`config.mk`:
```
export PLATFORM = sky130hd
export DESIGN_NAME = arb_cfg_bank
export DESIGN_NICKNAME = d
export VERILOG_FILES = /design/src/rtl/arb_cfg_pkg.sv /design/src/rtl/arb_cfg_decode.sv /design/src/rtl/arb_cfg_regs.sv /design/src/rtl/arb_cfg_bank.sv
export SDC_FILE = /design/constraint.sdc
export NUM_CORES = 1
export LEC_CHECK = 0
export CORE_MARGIN = 2
export CORE_UTILIZATION = 35
export DETAILED_ROUTE_END_ITERATION = 10
export PLACE_DENSITY = 0.71
export RECOVER_POWER = 50
export SETUP_SLACK_MARGIN = 0.05
export SYNTH_ARGS = -nofsm -noshare
export SYNTH_HDL_FRONTEND = slang
export SYNTH_HIERARCHICAL = 1
export SYNTH_SLANG_ARGS = --single-unit
```
`constraint.sdc`:
```
create_clock -name clk -period 6.1 [get_ports clk]
set_clock_uncertainty 0.15 [all_clocks]
set_input_delay 1.83 -clock clk [delete_from_list [all_inputs] [get_ports clk]]
set_output_delay 1.83 -clock clk [all_outputs]
set_load 0.02 [all_outputs]
```
`src/rtl/arb_cfg_pkg.sv`:
```
// Shared types for the slave-port arbitration configuration bank.
// Assumes a 32-bit register data path.
package arb_cfg_pkg;
    localparam int DATA_W = 32;

    // Bus size codes; only word transfers are legal.
    typedef enum logic [1:0] {
        SZ_BYTE = 2'b00,
        SZ_HALF = 2'b01,
        SZ_WORD = 2'b10,
        SZ_UNDEF = 2'b11
    } xfer_size_e;

    // Register selected by the offset decode.
    typedef enum logic [1:0] {
        TGT_PRI  = 2'b00,
        TGT_CTRL = 2'b01,
        TGT_NONE = 2'b10
    } tgt_e;
endpackage

```
`src/rtl/arb_cfg_decode.sv`:
```
// Access decode and legality check.
// Picks the register addressed by the offset and decides whether the access
// is refused: user mode, non-word size, a write to a reserved offset, or any
// write while locked. Produces write strobes only for accepted writes.
// Assumes offsets are compared on the full address, so unaligned ones miss.
module arb_cfg_decode
    import arb_cfg_pkg::*;
#(
    parameter int ADDR_W   = 8,
    parameter int PRI_OFS  = 0,
    parameter int CTRL_OFS = 16
) (
    input  logic              req_i,
    input  logic              we_i,
    input  logic [ADDR_W-1:0] addr_i,
    input  logic [1:0]        size_i,
    input  logic              priv_i,
    input  logic              locked_i,
    output tgt_e              tgt_o,
    output logic              wr_pri_o,
    output logic              wr_ctrl_o,
    output logic              fault_o
);
    logic legal;
    logic wr_allowed;

    // Offset decode: select the register or mark the offset reserved.
    always_comb begin
        tgt_o = TGT_NONE;
        if (addr_i == ADDR_W'(PRI_OFS)) begin
            tgt_o = TGT_PRI;
        end else if (addr_i == ADDR_W'(CTRL_OFS)) begin
            tgt_o = TGT_CTRL;
        end
    end

    // Legality: supervisor word access, writes also need a target and no lock.
    always_comb begin
        legal      = priv_i && (xfer_size_e'(size_i) == SZ_WORD);
        wr_allowed = legal && !locked_i && (tgt_o != TGT_NONE);
        fault_o    = req_i && (!legal || (we_i && !wr_allowed));
        wr_pri_o   = req_i && we_i && wr_allowed && (tgt_o == TGT_PRI);
        wr_ctrl_o  = req_i && we_i && wr_allowed && (tgt_o == TGT_CTRL);
    end
endmodule

```
`src/rtl/arb_cfg_regs.sv`:
```
// Register storage for the priority and control registers.
// Each master owns a PRI_W-bit field placed at the bottom of its slot of
// DATA_W/NUM_MASTERS bits; field m resets to m. The control register keeps
// a MODE_W-bit mode at the bottom and a sticky lock bit at LOCK_BIT.
// Assumes write strobes are already qualified by the decode.
module arb_cfg_regs
    import arb_cfg_pkg::*;
#(
    parameter int NUM_MASTERS = 8,
    parameter int PRI_W       = 3,
    parameter int MODE_W      = 2,
    parameter int LOCK_BIT    = 31
) (
    input  logic                         clk,
    input  logic                         rst_n,
    input  logic                         wr_pri_i,
    input  logic                         wr_ctrl_i,
    input  logic [DATA_W-1:0]            wdata_i,
    output logic [NUM_MASTERS*PRI_W-1:0] pri_flat_o,
    output logic [DATA_W-1:0]            pri_img_o,
    output logic [DATA_W-1:0]            ctrl_img_o,
    output logic [MODE_W-1:0]            mode_o,
    output logic                         locked_o
);
    localparam int STRIDE = DATA_W / NUM_MASTERS;

    logic [PRI_W-1:0] fld [NUM_MASTERS];
    logic             unused_wdata;

    assign unused_wdata = ^wdata_i;

    for (genvar m = 0; m < NUM_MASTERS; m++) begin : g_field
        // Per-master priority field: reset to its own index, load on write.
        always_ff @(posedge clk) begin
            if (!rst_n) begin
                fld[m] <= PRI_W'(m);
            end else if (wr_pri_i) begin
                fld[m] <= wdata_i[m*STRIDE +: PRI_W];
            end
        end
        assign pri_flat_o[m*PRI_W +: PRI_W] = fld[m];
    end

    // Read image of the priority register with unimplemented bits zero.
    always_comb begin
        pri_img_o = '0;
        for (int m = 0; m < NUM_MASTERS; m++) begin
            pri_img_o[m*STRIDE +: PRI_W] = fld[m];
        end
    end

    // Arbitration mode field: load on accepted control write.
    always_ff @(posedge clk) begin
        if (!rst_n) begin
            mode_o <= '0;
        end else if (wr_ctrl_i) begin
            mode_o <= wdata_i[MODE_W-1:0];
        end
    end

    // Lock bit: set by writing 1, cleared only by reset.
    always_ff @(posedge clk) begin
        if (!rst_n) begin
            locked_o <= 1'b0;
        end else if (wr_ctrl_i && wdata_i[LOCK_BIT]) begin
            locked_o <= 1'b1;
        end
    end

    // Read image of the control register.
    always_comb begin
        ctrl_img_o               = '0;
        ctrl_img_o[MODE_W-1:0]   = mode_o;
        ctrl_img_o[LOCK_BIT]     = locked_o;
    end
endmodule

```
`src/rtl/arb_cfg_bank.sv`:
```
// Configuration bank for one crossbar slave port.
// Answers every request with a registered one-cycle acknowledge, error flag
// and read data. Refused accesses return zero data and change nothing.
// Exports the live register contents to the port arbiter.
// Assumes req_i is a single-cycle strobe per access.
module arb_cfg_bank
    import arb_cfg_pkg::*;
#(
    parameter int ADDR_W      = 8,
    parameter int NUM_MASTERS = 8,
    parameter int PRI_W       = 3,
    parameter int MODE_W      = 2
) (
    input  logic                         clk,
    input  logic                         rst_n,
    input  logic                         req_i,
    input  logic                         we_i,
    input  logic [ADDR_W-1:0]            addr_i,
    input  logic [1:0]                   size_i,
    input  logic                         priv_i,
    input  logic [31:0]                  wdata_i,
    output logic                         ack_o,
    output logic                         err_o,
    output logic [31:0]                  rdata_o,
    output logic [NUM_MASTERS*PRI_W-1:0] pri_o,
    output logic [MODE_W-1:0]            mode_o,
    output logic                         locked_o
);
    localparam int PRI_OFS  = 0;
    localparam int CTRL_OFS = 16;
    localparam int LOCK_BIT = DATA_W - 1;

    tgt_e              tgt;
    logic              wr_pri;
    logic              wr_ctrl;
    logic              fault;
    logic [DATA_W-1:0] pri_img;
    logic [DATA_W-1:0] ctrl_img;
    logic [DATA_W-1:0] rd_mux;

    arb_cfg_decode #(
        .ADDR_W   (ADDR_W),
        .PRI_OFS  (PRI_OFS),
        .CTRL_OFS (CTRL_OFS)
    ) u_decode (
        .req_i     (req_i),
        .we_i      (we_i),
        .addr_i    (addr_i),
        .size_i    (size_i),
        .priv_i    (priv_i),
        .locked_i  (locked_o),
        .tgt_o     (tgt),
        .wr_pri_o  (wr_pri),
        .wr_ctrl_o (wr_ctrl),
        .fault_o   (fault)
    );

    arb_cfg_regs #(
        .NUM_MASTERS (NUM_MASTERS),
        .PRI_W       (PRI_W),
        .MODE_W      (MODE_W),
        .LOCK_BIT    (LOCK_BIT)
    ) u_regs (
        .clk        (clk),
        .rst_n      (rst_n),
        .wr_pri_i   (wr_pri),
        .wr_ctrl_i  (wr_ctrl),
        .wdata_i    (wdata_i),
        .pri_flat_o (pri_o),
        .pri_img_o  (pri_img),
        .ctrl_img_o (ctrl_img),
        .mode_o     (mode_o),
        .locked_o   (locked_o)
    );

    // Read select: reserved offsets read as zero.
    always_comb begin
        unique case (tgt)
            TGT_PRI:  rd_mux = pri_img;
            TGT_CTRL: rd_mux = ctrl_img;
            default:  rd_mux = '0;
        endcase
    end

    // Response register: one-cycle acknowledge with error and read data.
    always_ff @(posedge clk) begin
        if (!rst_n) begin
            ack_o   <= 1'b0;
            err_o   <= 1'b0;
            rdata_o <= '0;
        end else begin
            ack_o   <= req_i;
            err_o   <= fault;
            rdata_o <= (req_i && !we_i && !fault) ? rd_mux : '0;
        end
    end
endmodule

```
==> results of run 1 <==
-- stage by stage --
step,util,instances,power [mW],setup slack (ns),hold slack (ns)
global placement,0.437,421,0.530,1.75,0.382
CTS,0.459,437,0.874,2.07,0.401
finish,0.457,437,0.855,1.82,0.396
detailed placement,0.437,421,0.531,1.70,0.391
floorplan,-,288,0.508,2.30,0.356
global route,0.457,437,0.893,1.71,0.404
-- power by group through the flow --
stage | registers [mW] | clock network (mW) | logic (mW)
after floorplan | 0.457 | 0 | 0.0512
after global placement | 0.445 | 0 | 0.0845
after detailed placement | 0.445 | 0 | 0.0855
after CTS | 0.436 | 0.352 | 0.0858
after global routing | 0.437 | 0.368 | 0.0878
final | 0.436 | 0.338 | 0.0815
-- synth_stat cells, types with 2 or more instances --
cell type and number:
and2_1 2, nor3_2 30, nor3_1 5, or2_1 10
edfxtp_1 24, dfxtp_1 37, and3_1 7, nor2b_1 3
or2_2 2, and3_2 5, buf_12 3, clkbuf_1 2
nand2_2 2, buf_2 3, buf_6 2, buf_4 68
mux2i_1 34
-- cells by family after synthesis --
group           count (synthesis)  share of synthesized area
flops                          61                      0.480
compound gates                  3                    0.00699
other cells                     1                    0.00123
buf+inv                        80                      0.205
mux                            34                      0.112
simple gates                   73                      0.194
-- area by class of cell --
| class | count | area (um2) |
|---|---|---|
| flip-flops and latches | 61 | 1460 |
| fillers | 834 | 4660 |
| clock buffers | 13 | 170 |
| repair buffers | 104 | 1030 |
| multi-input cells | 147 | 1120 |
| inverters | 1 | 3.75 |
| clock inverters | 3 | 17.5 |
| well taps | 108 | 135 |
-- per-layer routing --
metal | vias up | global-route usage
met5 | - | 0
met2 | 56 | 0.228
met3 | 8 | 0.0489
met4 | 0 | 0.0545
li1 | 911 | -
met1 | 857 | 0.135
-- state kept, by name, indices dropped and copies added, names as in the netlist --
register,count
u_regs/mode_o,2
err_o,1
rdata_o,32
u_regs/fld,24
u_regs/locked_o,1
ack_o,1
-- worst paths after layout --
kind,from,end
worst max register to register,u_regs/locked_o$_SDFFE_PN0P_,u_regs/fld[1][6]$_SDFFCE_PN0P_
worst min register to register,u_regs/mode_o[0]$_SDFFE_PN0P_,u_regs/mode_o[0]$_SDFFE_PN0P_
worst min-delay path,u_regs/mode_o[0]$_SDFFE_PN0P_,u_regs/mode_o[0]$_SDFFE_PN0P_
worst max-delay path,req_i,u_regs/fld[1][6]$_SDFFCE_PN0P_
-- worst min-delay path: cells and delay by family (launching register included) --
| family | cells | cell delay (ns) |
|---|---|---|
| flops | 1 | 0.32 |
| mux | 1 | 0.12 |
| simple gates | 1 | 0.06 |
==> metrics, run 1 <==
Syn Inst Count 252; WP buf/inv 2; setup TNS 0 ns; postcts setup bufs 0; Combinational Power Share 0.095; RSZ-0062 raised after global routing no; Slew Limit Fails 0; Die ar. between 0.009 and 0.01 mm2; kind of critical path in -> reg; Crit Path Max Fanout 18; max_cap viols 0; antenna viol nets, final 0; Tcrit/Tclk final 0.702; initial antenna violation count 0; WP data required approximately 6.0 ns; commonest non-fill, non-tap cell in the layout dlygate4sd3_1; number of flops mapped to enable cells by yosys 24; most frequent cells in the layout dlygate4sd3_1, dfxtp_1, clkdlybuf4s50_1, conb_1, mux2i_1; Root Driver clkbuf_8; Final Wtd Congestion roughly 0.67; Final Hold Fails 0; Post-synth top flop dfxtp_1; Reg power frac 0.510; wire length on met3 between 300 and 400 um; clock share of power 0.395; fin nets roughly 370; total power divided by cell area 218 mW/mm2; CP Cell Sequence dlygate4sd3_1, nand2_1, or3_1, nor3_1, or2b_1, buf_4; normalized max-slew margin 0.300; DR vias between 1500 and 2000; Setup crit end kind flop; Synth area leader dfxtp_1; Worst Max-Slew Pin Slew approximately 1.1 ns; CTS max path bufs 2; Pre-Repair DR Iteration Count 3; Avg Synthesized Cell Area approximately 12 um2; final wirelength roughly 6000 um; synth-to-layout area growth 29.2%; crit path DAT approximately 4.2 ns; largest net degree at the start of global routing 34; largest stage delay on the critical path approximately 0.65 ns; first-pass GRT wire length 9330 um; DP HPWL 4130 um; Die X between 90 and 100 um; cell count along the critical path 6; Crit-path slowest cell dlygate4sd3_1; top sig layer met4; status complete, no violations; htree depth 3; port bufs 100; layout cells sized above 1 0.185; fin crit period between 4 and 5 ns; WL/cell ~14 um; drt drc 0; sequential share of the synthesized area 0.480; initial core utilization 0.354; Worst Hold Path Cells 2; Placed Area 0.00375 mm2; P_leak approximately 1.5 nW; Hold Path Class reg -> reg; Ys Warns 6; diode count 0; grt ovf 0; switching pwr roughly 0.20 mW; Synth top area share 0.244; cell family with most CP delay simple AND/OR/NAND/NOR gates; Row Count 34; total track usage 0.128; peak supply drop ~0.085 mV; vias per inst around 4.2; Yosys reg bits about 60; wl on met1 between 2000 and 2500 um; # resized after CTS 0; TritonCTS Sinks around 60; R2R depth 4; Synth Cell Area 0.00304 mm2; Yosys cell types 30; crit path launch type input port; fin area between 0.003 and 0.004 mm2; R2R Setup Slk between 3 and 4 ns; Boundary Pins ~110; Switching Share 0.234; CTS tree done; largest cells by area after synthesis dfxtp_1, edfxtp_1, buf_4; clock latency on the worst-skew pair around 0.33 ns; Async SR Flop Fraction 0; cts bufs inserted 9; Die Y 97.2 um; vias in the first global route roughly 1900; Core Area 0.00859 mm2; Final Setup Violations 0; first-iteration detailed-routing DRC count 31; met2 routed WL between 3000 and 4000 um; cts hold-fix bufs 0; f_max between 0.2 and 0.25 GHz; Worst-path clk slew around 0.07 ns; Pint 0.655 mW
(Power assumes the default switching activity.)
==> run 2, diff against run 1 <==
Clock period 6.1 ns to 4.3 ns, I/O delays scaled along.
==> metrics, run 2 (synthesis results as in run 1) <==
largest net degree at the start of global routing 34; fin crit period between 3 and 4 ns; fin area a little under 0.004 mm2; top flop regs rdata_o (32), u_regs/fld (24), u_regs/mode_o (2); Root Driver clkbuf_8; wire length on met3 approximately 360 um; first-pass GRT wire length 9520 um; Hold Path Class reg -> reg; Boundary Pins roughly 110; min-delay src u_regs/fld[0][2]$_SDFFCE_PN0P_; area of the multi-input gates approximately 0.0011 mm2; CTS max path bufs 2; Die ar. 0.00945 mm2; Row Count 34; vias per inst around 4.2; Worst Max-Slew Pin Slew approximately 1.0 ns; largest register by flop count rdata_o; Pre-Repair DR Iteration Count 4; R2R depth 4; TritonCTS Sinks a little over 60; crit path launch type input port; drt drc 0; Tcrit/Tclk final 0.841; Final Wtd Congestion 0.682; R2R Setup Slk about 1.9 ns; number of fill cells between 800 and 900; first-iteration detailed-routing DRC count 22; RSZ-0062 raised after global routing no; Core Area 0.00859 mm2; vias in the first global route 1967; cell family with most CP delay simple AND/OR/NAND/NOR gates; crit path to u_regs/fld[0][10]$_SDFFCE_PN1P_; Slew Limit Fails 0; antenna viol nets, final 0; Final Hold Fails 0; crit path DAT between 3 and 4 ns; P_leak about 1.5 nW; initial antenna violation count 0; cts hold-fix bufs 0; FF+latch area 0.00146 mm2; Die Y 97.2 um; Worst-path clk slew 0.07 ns; normalized max-slew margin 0.301; postcts setup bufs 0; grt ovf 0; layout cells sized above 1 0.193; f_max 0.277 GHz; total track usage 0.129; Critical R2R Launch u_regs/locked_o$_SDFFE_PN0P_; Crit-path slowest cell dlygate4sd3_1; total power divided by cell area approximately 320 mW/mm2; Critical Path Source priv_i; initial core utilization 0.354; Setup crit end kind flop; most frequent cells in the layout dlygate4sd3_1, clkdlybuf4s50_1, dfxtp_1, conb_1, mux2i_1; wl on met1 ~2500 um; kind of critical path in -> reg; htree depth 3; fin nets about 370; met2 routed WL around 3000 um; largest stage delay on the critical path approximately 0.55 ns; cts bufs inserted 9; port bufs 100; Final Setup Violations 0; # resized after CTS 0; DR vias 1836; WP buf/inv 1; clock latency on the worst-skew pair around 0.33 ns; synth-to-layout area growth 30.5%; peak supply drop around 0.13 mV; Crit Path Max Fanout 12; CTS tree done; WL/cell 13.4 um; max_cap viols 0; Reg2Reg Capture Point u_regs/fld[0][10]$_SDFFCE_PN1P_; Die X just under 100 um; final wirelength 5920 um; max reg flops 32; Placed Area between 0.003 and 0.004 mm2; top sig layer met4; total power draw between 1 and 1.5 mW; setup TNS 0 ns; commonest non-fill, non-tap cell in the layout dlygate4sd3_1; diode count 0; DP HPWL approximately 4200 um; status complete, no violations; WP data required 4.23 ns; CP Cell Sequence dlygate4sd3_1, nand3b_2, or3_1, nor3_1, nand2_2, or2_2; cell count along the critical path 6
[run 2: cell count changes in the layout (fill, tap and decap cells not counted)]
cell             before  now
clkdlybuf4s50_1      37   38
buf_4                 3    5
dlygate4sd3_1        63   62
clkinvlp_4            1    0
clkbuf_16             1    2
clkbuf_8             10   11
nand3b_2              0    1
nand3b_4              1    0
[run 2: report_power, final]
group	leakage (nW)	switching [mW]	internal, mW
clock network	0.113	0.221	0.310
registers	0.533	0.00618	0.612
logic	0.862	0.0575	0.0583
[run 2: worst min-delay path by stage]
| stage | depth (start not counted) | to | slack, ns |
|---|---|---|---|
| final | 2 | rdata_o[2]$_SDFF_PN0_ | 0.38 |
| after detailed placement | 2 | rdata_o[2]$_SDFF_PN0_ | 0.39 |
| after global routing | 2 | rdata_o[26]$_SDFF_PN0_ | 0.41 |
| after CTS | 2 | rdata_o[2]$_SDFF_PN0_ | 0.39 |
| after global placement | 2 | u_regs/mode_o[1]$_SDFFE_PN0P_ | 0.38 |
| after floorplan | 2 | u_regs/mode_o[0]$_SDFFE_PN0P_ | 0.36 |
[run 2: through the flow]
| stage | instances | setup WS, ns | hold WS (ns) | utilization |
|---|---|---|---|---|
| after floorplan | 288 | 1.04 | 0.356 | - |
| after global placement | 424 | 0.677 | 0.382 | 0.439 |
| after detailed placement | 424 | 0.674 | 0.390 | 0.439 |
| after CTS | 440 | 1.03 | 0.392 | 0.464 |
| after global routing | 440 | 0.583 | 0.413 | 0.462 |
| final | 440 | 0.684 | 0.379 | 0.462 |
[run 2: worst min-delay path, stage by stage, from the launching register on]
cell,delay [ns]
edfxtp_1,0.33
mux2i_1,0.07
nor3_2,0.09
[run 2: layer usage]
layer  GRT usage  up-vias
met3      0.0547        7
met1       0.142      863
li1            -      911
met4      0.0449        0
met5           0        -
met2       0.225       55
[run 2: cell type report]
| type | count | share of cell area |
|---|---|---|
| clock buffer | 14 | 0.0517 |
| timing repair buffer | 107 | 0.264 |
| sequential | 61 | 0.368 |
| multi-input combinational | 147 | 0.279 |
| inverter | 1 | 0.000946 |
| clock inverter | 2 | 0.00252 |
| tap | 108 | 0.0340 |
==> run 3, diff against run 2 <==
Clock period 4.3 ns to 3.6 ns, I/O delays scaled along.
==> metrics, run 3 (synthesis results as in run 1) <==
DR vias between 1500 and 2000; final wirelength ~6000 um; number of fill cells approximately 800; P_leak between 1.5 and 2 nW; Reg power frac 0.483; status complete, no violations; Row Count 34; port bufs 100; clock latency on the worst-skew pair approximately 0.33 ns; peak supply drop 0.140 mV; cts bufs inserted 9; max reg flops 32; kind of critical path in -> reg; Die X between 90 and 100 um; most frequent cells in the layout dlygate4sd3_1, clkdlybuf4s50_1, dfxtp_1, conb_1, mux2i_1; vias per inst about 4.2; largest net degree at the start of global routing 23; antenna viol nets, final 0; Slew Limit Fails 0; total track usage 0.136; top flop regs rdata_o (32), u_regs/fld (24), u_regs/mode_o (2); Pint between 1 and 1.5 mW; total power divided by cell area 382 mW/mm2; grt ovf 0; Reg2Reg Capture Point u_regs/fld[0][3]$_SDFFCE_PN1P_; vias in the first global route 1968; largest register by flop count rdata_o; Die Y 97.2 um; hold path endpoint rdata_o[2]$_SDFF_PN0_; # resized after CTS 0; Crit Path Max Fanout 13; clock share of power 0.425; fin nets 378; normalized max-slew margin 0.656; layout cells sized above 1 0.199; Worst Max-Slew Pin Slew around 0.5 ns; Pre-Repair DR Iteration Count 4; dpl cells roughly 430; WL/cell 13.6 um; Final Wtd Congestion between 0.6 and 0.7; initial core utilization 0.354; Critical R2R Launch u_regs/locked_o$_SDFFE_PN0P_; first-pass GRT wire length 9980 um; Boundary Pins around 110; switching pwr about 0.35 mW; R2R depth 5; TritonCTS Sinks 61; htree depth 3; crit path launch type input port; Root Driver clkbuf_8; cts hold-fix bufs 0; DP HPWL ~4300 um; first-iteration detailed-routing DRC count 49; Non-Filler Instances between 400 and 500; WP data required roughly 3.5 ns; Switching Share 0.227; hold_ws about 0.40 ns; postcts setup bufs 0; CTS max path bufs 2; drt drc 0; Worst-path clk slew 0.07 ns; Hold Path Class reg -> reg; min-delay src u_regs/fld[0][2]$_SDFFCE_PN0P_; Worst Hold Path Cells 2; f_max between 0.3 and 0.4 GHz; total power draw between 1.5 and 2 mW; synth-to-layout area growth 31.6%; initial antenna violation count 0; Combinational Power Share 0.092; Final Hold Fails 0; Core Area around 0.0086 mm2; RSZ-0062 raised after global routing no; Final Setup Violations 0; commonest non-fill, non-tap cell in the layout dlygate4sd3_1; Die ar. 0.00945 mm2; Setup crit end kind flop; CTS tree done; R2R Setup Slk ~1.5 ns; fin crit period a little over 3 ns; Tcrit/Tclk final 0.859; max_cap viols 0; setup TNS 0 ns; diode count 0; crit path DAT 2.96 ns
[run 3: cell type report]
type	instances	area (um2)	area share
clock inverters	5	56.3	0.0141
multi-input cells	147	1110	0.277
inverters	1	3.75	0.000938
well taps	108	135	0.0338
flip-flops and latches	61	1460	0.365
repair buffers	111	1080	0.269
clock buffers	11	163	0.0406
[run 3: per-layer routing]
metal,wire length [um],global-route usage,vias up,part of all wire
met4,89,0.0705,0,0.015
li1,-,-,920,-
met1,2650,0.158,877,0.44
met3,360,0.0468,7,0.060
met2,2920,0.221,53,0.49
met5,0,0,-,0
[run 3: worst max-delay path: stages]
cell	delay (ns)
clkdlybuf4s50_1	0.41
nor4_1	0.30
nand2_1	0.22
nor3_1	0.38
clkbuf_1	0.20
or2b_1	0.13
buf_4	0.23
[run 3: worst max-delay path by stage]
| stage | start | end | slack, ns | cells past startpoint |
|---|---|---|---|---|
| after global placement | priv_i | u_regs/fld[0][9]$_SDFFCE_PN1P_ | 0.35 | 7 |
| after CTS | size_i[1] | u_regs/fld[0][3]$_SDFFCE_PN1P_ | 0.70 | 7 |
| final | addr_i[7] | u_regs/fld[0][3]$_SDFFCE_PN1P_ | 0.51 | 7 |
| after detailed placement | size_i[1] | u_regs/fld[0][7]$_SDFFCE_PN1P_ | 0.33 | 7 |
| after global routing | addr_i[7] | u_regs/fld[1][0]$_SDFFCE_PN0P_ | 0.31 | 7 |
| after floorplan | size_i[0] | u_regs/fld[0][0]$_SDFFCE_PN0P_ | 0.55 | 4 |
[run 3: power by group through the flow]
stage / registers (mW) / logic, mW / clock network [mW]
5_1_grt: 0.740 / 0.152 / 0.708
2_1_floorplan: 0.774 / 0.0868 / 0
4_1_cts: 0.739 / 0.149 / 0.673
6_report: 0.738 / 0.141 / 0.650
3_3_place_gp: 0.754 / 0.147 / 0
3_5_place_dp: 0.754 / 0.148 / 0
[run 3: through the flow]
step / setup WS [ns] / util / area, um2
finish: 0.509 / 0.466 / 4000
global route: 0.307 / 0.466 / 4000
CTS: 0.696 / 0.468 / 4020
detailed placement: 0.329 / 0.443 / 3800
floorplan: 0.551 / - / 3180
global placement: 0.350 / 0.443 / 3800
